<file path="config.mk">
export PLATFORM = sky130hd
export DESIGN_NAME = wack_gen
export DESIGN_NICKNAME = d
export VERILOG_FILES = /design/src/rtl/wack_pkg.sv /design/src/rtl/wack_init_timer.sv /design/src/rtl/wack_burst_gate.sv /design/src/rtl/wack_gen.sv
export SDC_FILE = /design/constraint.sdc
export NUM_CORES = 1
export LEC_CHECK = 0
export BUFFER_PORTS_ARGS = -buffer_cell sky130_fd_sc_hd__buf_4
export CORE_UTILIZATION = 44
export CTS_CLUSTER_DIAMETER = 100
export DETAILED_ROUTE_END_ITERATION = 10
export GPL_TIMING_DRIVEN = 0
export PLACE_DENSITY = 0.7
export RECOVER_POWER = 100
export SLEW_MARGIN = 10
export SYNTH_ARGS = -nofsm -noshare
export SYNTH_HDL_FRONTEND = slang
export SYNTH_SLANG_ARGS = --single-unit
export TNS_END_PERCENT = 5
</file>
<file path="constraint.sdc">
create_clock -name clk -period 2.5 [get_ports clk]
set_input_delay 0.25 -clock clk [delete_from_list [all_inputs] [get_ports clk]]
set_output_delay 0.25 -clock clk [all_outputs]
set_load 0.01 [all_outputs]
</file>
<file path="src/rtl/wack_pkg.sv">
package wack_pkg;

   // First-release target: whole rising edges to count, an optional extra
   // half period taken from the low clock level, and a bypass for accesses
   // that never wait.
   typedef struct packed {
      logic base;
      logic half;
      logic bypass;
   } wack_tgt_t;

   function automatic wack_tgt_t wack_target(input logic       is_ack,
                                             input logic [1:0] code,
                                             input logic       delayed);
      wack_tgt_t t;
      t = '0;
      if (is_ack) begin
         t.base = code[0];
         t.half = code[1];
      end else begin
         case (code)
            2'b00: t.bypass = ~delayed;
            2'b01: t.half   = 1'b1;
            2'b10: begin
               t.half   = 1'b1;
               t.bypass = ~delayed;
            end
            default: t.base = 1'b1;
         endcase
      end
      return t;
   endfunction

endpackage

</file>
<file path="src/rtl/wack_init_timer.sv">
module wack_init_timer #(
   parameter int EXT_SHORT = 1,
   parameter int EXT_LONG  = 2
) (
   input  logic clk,
   input  logic rst_n,
   input  logic ras_on,
   input  logic areq,
   input  logic waitin_n,
   input  logic xtra,
   input  logic base,
   input  logic half,
   output logic init_rdy
);
   localparam int CNT_MAX = 1 + EXT_LONG;
   localparam int CNT_W   = $clog2(CNT_MAX + 1);
   localparam logic [CNT_W-1:0] EXT_S = CNT_W'(EXT_SHORT);
   localparam logic [CNT_W-1:0] EXT_L = CNT_W'(EXT_LONG);
   localparam logic [CNT_W-1:0] CMAX  = CNT_W'(CNT_MAX);

   initial begin
      assert (EXT_SHORT >= 1 && EXT_LONG >= EXT_SHORT)
         else $error("wack_init_timer: stretch lengths out of order");
   end

   logic [CNT_W-1:0] cnt_q;
   logic [CNT_W-1:0] ext_q;
   logic [CNT_W-1:0] ext_live;
   logic [CNT_W-1:0] ext_eff;
   logic [CNT_W-1:0] need;
   logic             pos_ok;
   logic             half_q;

   always_comb begin
      ext_live = waitin_n ? '0 : (xtra ? EXT_L : EXT_S);
      ext_eff  = (cnt_q == '0) ? ext_live : ext_q;
      need     = CNT_W'(base) + ext_eff;
      pos_ok   = (cnt_q >= need);
   end

   // rising-edge count since the strobe rose
   always_ff @(posedge clk or negedge rst_n) begin
      if (!rst_n) begin
         cnt_q <= '0;
         ext_q <= '0;
      end else if (!ras_on) begin
         cnt_q <= '0;
         ext_q <= '0;
      end else begin
         if (cnt_q == '0) ext_q <= ext_live;
         if (cnt_q != CMAX) cnt_q <= cnt_q + 1'b1;
      end
   end

   // low-level capture gives the half-period steps
   always_ff @(negedge clk or negedge rst_n) begin
      if (!rst_n) half_q <= 1'b0;
      else        half_q <= ras_on & areq & pos_ok;
   end

   assign init_rdy = ras_on & areq & (half ? half_q : pos_ok);


   stretch_holds_chk: assert property (@(posedge clk) disable iff (!rst_n)
      ($rose(ras_on) && areq && base && !half && !waitin_n) |=> !init_rdy);

endmodule

</file>
<file path="src/rtl/wack_burst_gate.sv">
module wack_burst_gate #(
   parameter int ECAS_W = 4
) (
   input  logic              clk,
   input  logic              rst_n,
   input  logic              areq,
   input  logic              ras_on,
   input  logic [ECAS_W-1:0] ecas_n,
   input  logic [1:0]        bst,
   input  logic              init_ok,
   output logic              rdy
);
   initial begin
      assert (ECAS_W >= 1) else $error("wack_burst_gate: no lanes");
   end

   logic lanes_off;
   logic init_done_q;
   logic back_p_q;
   logic back_n_q;
   logic burst_ok;

   assign lanes_off = &ecas_n;

   always_ff @(posedge clk or negedge rst_n) begin
      if (!rst_n) begin
         init_done_q <= 1'b0;
         back_p_q    <= 1'b0;
      end else begin
         init_done_q <= areq & ras_on & (init_done_q | init_ok);
         back_p_q    <= ~lanes_off;
      end
   end

   always_ff @(negedge clk or negedge rst_n) begin
      if (!rst_n) back_n_q <= 1'b0;
      else        back_n_q <= ~lanes_off;
   end

   always_comb begin
      case (bst)
         2'b00:   burst_ok = 1'b1;
         2'b01:   burst_ok = ~lanes_off & back_p_q;
         2'b10:   burst_ok = ~lanes_off & back_n_q;
         default: burst_ok = ~lanes_off;
      endcase
   end

   assign rdy = init_ok & (~init_done_q | burst_ok);


   burst_edge_wait_chk: assert property (@(posedge clk) disable iff (!rst_n)
      (bst == 2'b01 && init_done_q && areq && $past(lanes_off) && !lanes_off)
      |-> !burst_ok);

endmodule

</file>
<file path="src/rtl/wack_gen.sv">
module wack_gen #(
   parameter int ECAS_W    = 4,
   parameter int EXT_SHORT = 1,
   parameter int EXT_LONG  = 2
) (
   input  logic              clk,
   input  logic              rst_n,
   input  logic              cfg_ack_mode,
   input  logic [1:0]        cfg_delay,
   input  logic [1:0]        cfg_burst,
   input  logic              cfg_xtra,
   input  logic              ras_on,
   input  logic              delayed,
   input  logic              areq,
   input  logic [ECAS_W-1:0] ecas_n,
   input  logic              waitin_n,
   output logic              ack_o
);
   import wack_pkg::*;

   wack_tgt_t tgt;
   logic      tmr_rdy;
   logic      init_ok;
   logic      rdy;
   logic      live_q;

   assign tgt = wack_target(cfg_ack_mode, cfg_delay, delayed);

   wack_init_timer #(
      .EXT_SHORT (EXT_SHORT),
      .EXT_LONG  (EXT_LONG)
   ) u_timer (
      .clk      (clk),
      .rst_n    (rst_n),
      .ras_on   (ras_on),
      .areq     (areq),
      .waitin_n (waitin_n),
      .xtra     (cfg_xtra),
      .base     (tgt.base),
      .half     (tgt.half),
      .init_rdy (tmr_rdy)
   );

   assign init_ok = tgt.bypass | tmr_rdy;

   wack_burst_gate #(
      .ECAS_W (ECAS_W)
   ) u_burst (
      .clk     (clk),
      .rst_n   (rst_n),
      .areq    (areq),
      .ras_on  (ras_on),
      .ecas_n  (ecas_n),
      .bst     (cfg_burst),
      .init_ok (init_ok),
      .rdy     (rdy)
   );

   // output held in its waiting level until the first edge after reset
   always_ff @(posedge clk or negedge rst_n) begin
      if (!rst_n) live_q <= 1'b0;
      else        live_q <= 1'b1;
   end

   assign ack_o = live_q & (cfg_ack_mode ? (areq & rdy) : ~(areq & ~rdy));


   ack_one_edge_chk: assert property (@(posedge clk) disable iff (!rst_n)
      (live_q && cfg_ack_mode && cfg_delay == 2'b01 && $rose(ras_on) && areq && waitin_n)
      |=> (ack_o || !areq || !ras_on));


   ack_drop_chk: assert property (@(posedge clk) disable iff (!rst_n)
      (live_q && cfg_ack_mode && $fell(areq)) |-> !ack_o);


   wait_bypass_chk: assert property (@(posedge clk) disable iff (!rst_n)
      (live_q && !cfg_ack_mode && !delayed && !cfg_delay[0] && cfg_burst == 2'b00)
      |-> ack_o);

endmodule

</file>
**Word-level counts from Yosys, hierarchy flattened**

Cells that the tools add are included.

- Bits in registers: 9
- Logic and storage cells: 55

- $add $sub $neg: 2
- Magnitude comparators: 1
- Equality and inequality tests: 6
- Mux-type cells: 14
- Bitwise gates (word level): 18
- Reductions and logical operators: 7

Operators by type and width:

| kind | count |
|---|---|
| $mux 2 | 7 |
| $and 1x1->1 | 10 |
| $logic_not 2->1 | 3 |
| $mux 1 | 6 |
| $not 1->1 | 5 |
| $eq 2x1->1 const B | 2 |
| $eq 2x2->1 const B | 2 |
| $reduce_and 4->1 | 1 |
| $reduce_or 2->1 | 2 |
| $or 1x1->1 | 3 |
| $pmux 1 s3 | 1 |
| $reduce_or 3->1 | 1 |
| $add 1x2->2 | 1 |
| $add 2x1->2 const B | 1 |
| $ge 2x2->1 | 1 |
| $ne 2x1->1 const B | 1 |
| $ne 2x2->1 const B | 1 |

**Depth between registers and ports, before layout**

- Depth in word-level cells: 15
- Depth in mapped cells: 9
- Depth with buffers taken out: 9

**Hierarchy**

A second synthesis with hierarchy kept.

- Cells, all modules: 61
- Area, all modules: 636.9 um^2

By module, submodules not included:

| module | instances | cells an instance | area an instance (um^2) |
|---|---|---|---|
| wack_init_timer | 1 | 30 | 316.6 |
| wack_burst_gate | 1 | 16 | 187.7 |
| wack_gen | 1 | 15 | 132.6 |

==> out/metrics.cfg <==
[status]
run_status=complete, but fails checks
violations=negative setup slack

[global_routing]
grt_max_degree=10
grt.overflow.total=0
first_global_vias=408
antenna_found_initial=0
grt_pass1_wl_microns=1540
track_usage_pct=15.3

[power_and_ir_drop]
swShare_pct=28.3
clock_power_share_pct=22.5
comb_power_share_pct=41.6
switching_power_w=0.000133
internal_power_w=0.000336
power_density_mw_per_mm2=533
ir_drop_uv=426
p_leak_nw=0.443
sequentialPowerShare_pct=35.8

[clocking]
clock_latency_ns=0.26
cts_tree=done
clkTransAtPathRegs_ns=0.06
cts_buffer_depth=2
cts_root_buf=clkbuf_4
cts_sinks=9
numCtsBuffers=3
cts_htree_levels=1

[placement]
dp_hpwl_microns=822
gp_congestion=0.675
io_buffers=16
dpl-instance-area_sq_um=790
placed_cells=92

[synth]
ys_warn_count=0
syn_area_per_cell_sq_um=10.2
synth_edf_count=0
synthArstFlopShare_pct=100
ys_seq_area_share_pct=36.3
ys_seq_elements=9
synthFlopType=dfrtp_1
synth_nets=88
synth_cell_types=24
synth_area_sq_um=621
synthCells=61

[timing]
finalWorstSetupSlack_ns=-0.600
drv_slew=0
setup_tns_ns=-0.913
finalSetupViolCount=2
finClkSkew_ns=0.0104
rsz0062_at_grt=true
finalHoldViolCount=0

[critical_path]
crit_slowest_cell=dfrtp_1
slowest_delay_ns=0.39
start_kind=register
cp_common_cell=ha_4
cp_data_required_time_ns=1.36
crit_fanout=2
rr_worst_depth=8
critPathArrivalTime_ns=1.96
critical_path_class=register to register
path_cells=inv_2, ha_4, mux2_4, ha_4, xor2_1, ha_1, a21oi_2, nor2_1
crit_path_end_kind=register

[routing]
ant_nets=0
vias=467
vias_per_cell=4.62
drc=0
drt-initial-drc-count=2
wl_per_cell_microns=10.0
wirelength_microns=1010
dr.pass1.iters=2

[floorplan]
die_w_microns=39.6
ios=17
die_h_microns=39.6
initial_utilization_pct=47.7
die-area_sq_mm=0.00156
rows=13
core-area_sq_mm=0.00130

[hold_path]
holdPathStages=2
hp-class=input pin to register

[layout]
drive_gt1_share_pct=40.7
final_cell_mix=buf_4, ha_1, inv_1, dfrtp_1
layout_commonest_cell=buf_4
nNetsFinal=114
n_antenna_cell=0
stdcell_area_sq_um=881
stdcell_count=101
areaGrowthSynthToFinish_pct=41.9

[run]
drv_cap=0

[critical path, delay by kind of cell, from the launching register on]
| family | cells | cell delay, ns |
|---|---|---|
| adders and majority gates | 3 | 0.59 |
| DFF | 1 | 0.39 |
| muxes | 1 | 0.31 |
| xor gates and xnor gates | 1 | 0.15 |
| AOI/OAI and AO/OA | 1 | 0.14 |
| buffers and inverters | 1 | 0.09 |
| and+or+nand+nor | 1 | 0.05 |
[synthesized netlist by cell type (2+ instances only)]
cell	number	area share, %
dfrtn_1	2	8.1
mux2_2	2	3.6
nand2_1	3	1.8
inv_1	9	5.4
mux2i_1	3	4.8
ha_1	11	22
nor2_1	4	2.4
nor2b_1	3	3.0
and2_1	2	2.0
dfrtp_1	7	28
a21oi_1	2	1.6
[worst paths after layout]
check,from,end,slack (ns)
setup / recovery,u_timer.cnt_q[0]$_DFFE_PN0P_,u_timer.half_q$_DFF_NN0_,-0.60
hold / removal,ras_on,u_timer.ext_q[0]$_DFF_PN0_,0.26
setup reg to reg,u_timer.cnt_q[0]$_DFFE_PN0P_,u_timer.half_q$_DFF_NN0_,-0.60
hold reg to reg,u_burst.init_done_q$_DFF_PN0_,u_burst.init_done_q$_DFF_PN0_,0.55
max in group asynchronous,rst_n,u_timer.half_q$_DFF_NN0_,0.56
min in group asynchronous,rst_n,u_burst.back_p_q$_DFF_PN0_,0.46
[cells by family after synthesis]
logic type	count (synthesis)	share of synthesized area, %
AOI/OAI and AO/OA	7	8.47
xor gates and xnor gates	2	2.82
adders and majority gates	11	22.2
buffers and inverters	9	5.44
DFF	9	36.3
muxes	6	10.9
other	1	0.604
and+or+nand+nor	16	13.3
[power groups by stage]
stage               Clock, W  Sequential (W)  Combinational, W
floorplan                  0        0.000171          0.000108
global placement           0        0.000173          0.000147
detailed placement         0        0.000174          0.000151
CTS                 0.000109        0.000168          0.000196
global route        0.000118        0.000169          0.000222
finish              0.000106        0.000168          0.000195
[metrics by stage]
stage / total power (W) / util [%] / hold slack (ns) / setup slack, ns
2_1_floorplan: 0.000279 / - / -0.0456 / -0.652
4_1_cts: 0.000473 / 68.0 / 0.255 / -0.605
5_1_grt: 0.000508 / 67.7 / 0.258 / -0.685
6_report: 0.000469 / 67.7 / 0.257 / -0.600
3_5_place_dp: 0.000325 / 60.7 / 0.0781 / -0.740
3_3_place_gp: 0.000320 / 60.7 / 0.0761 / -0.732
[layout make-up]
type                       count  area (sq um)
multi-input combinational     43           420
fill                         115           420
sequential                     9           225
timing repair buffer          21           156
inverter                       9          33.8
clock buffer                   4          26.3
tap                           15          18.8
[repair_timing]
item                                   CTS  global route
setup endpoints to repair                2             2
hold buffers                             1             0
setup buffers                            4             0
endpoints found under the hold margin    7             0
resized for setup                        6             0
pin swaps                                5             0
[routing by layer]
metal	part of all wire (%)	up-vias	global-route usage (%)
met5	0	-	0
met4	1.5	0	10.3
met3	2.5	2	1.70
met2	50	9	25.4
met1	46	205	18.2
li1	-	251	-
[state kept, by name, indices dropped and copies added (netlist names)]
signal	flops
u_burst.back_p_q	1
u_timer.cnt_q	2
u_burst.init_done_q	1
u_timer.ext_q	2
u_burst.back_n_q	1
live_q	1
u_timer.half_q	1
No activity file was read; power rests on OpenSTA's default activity.
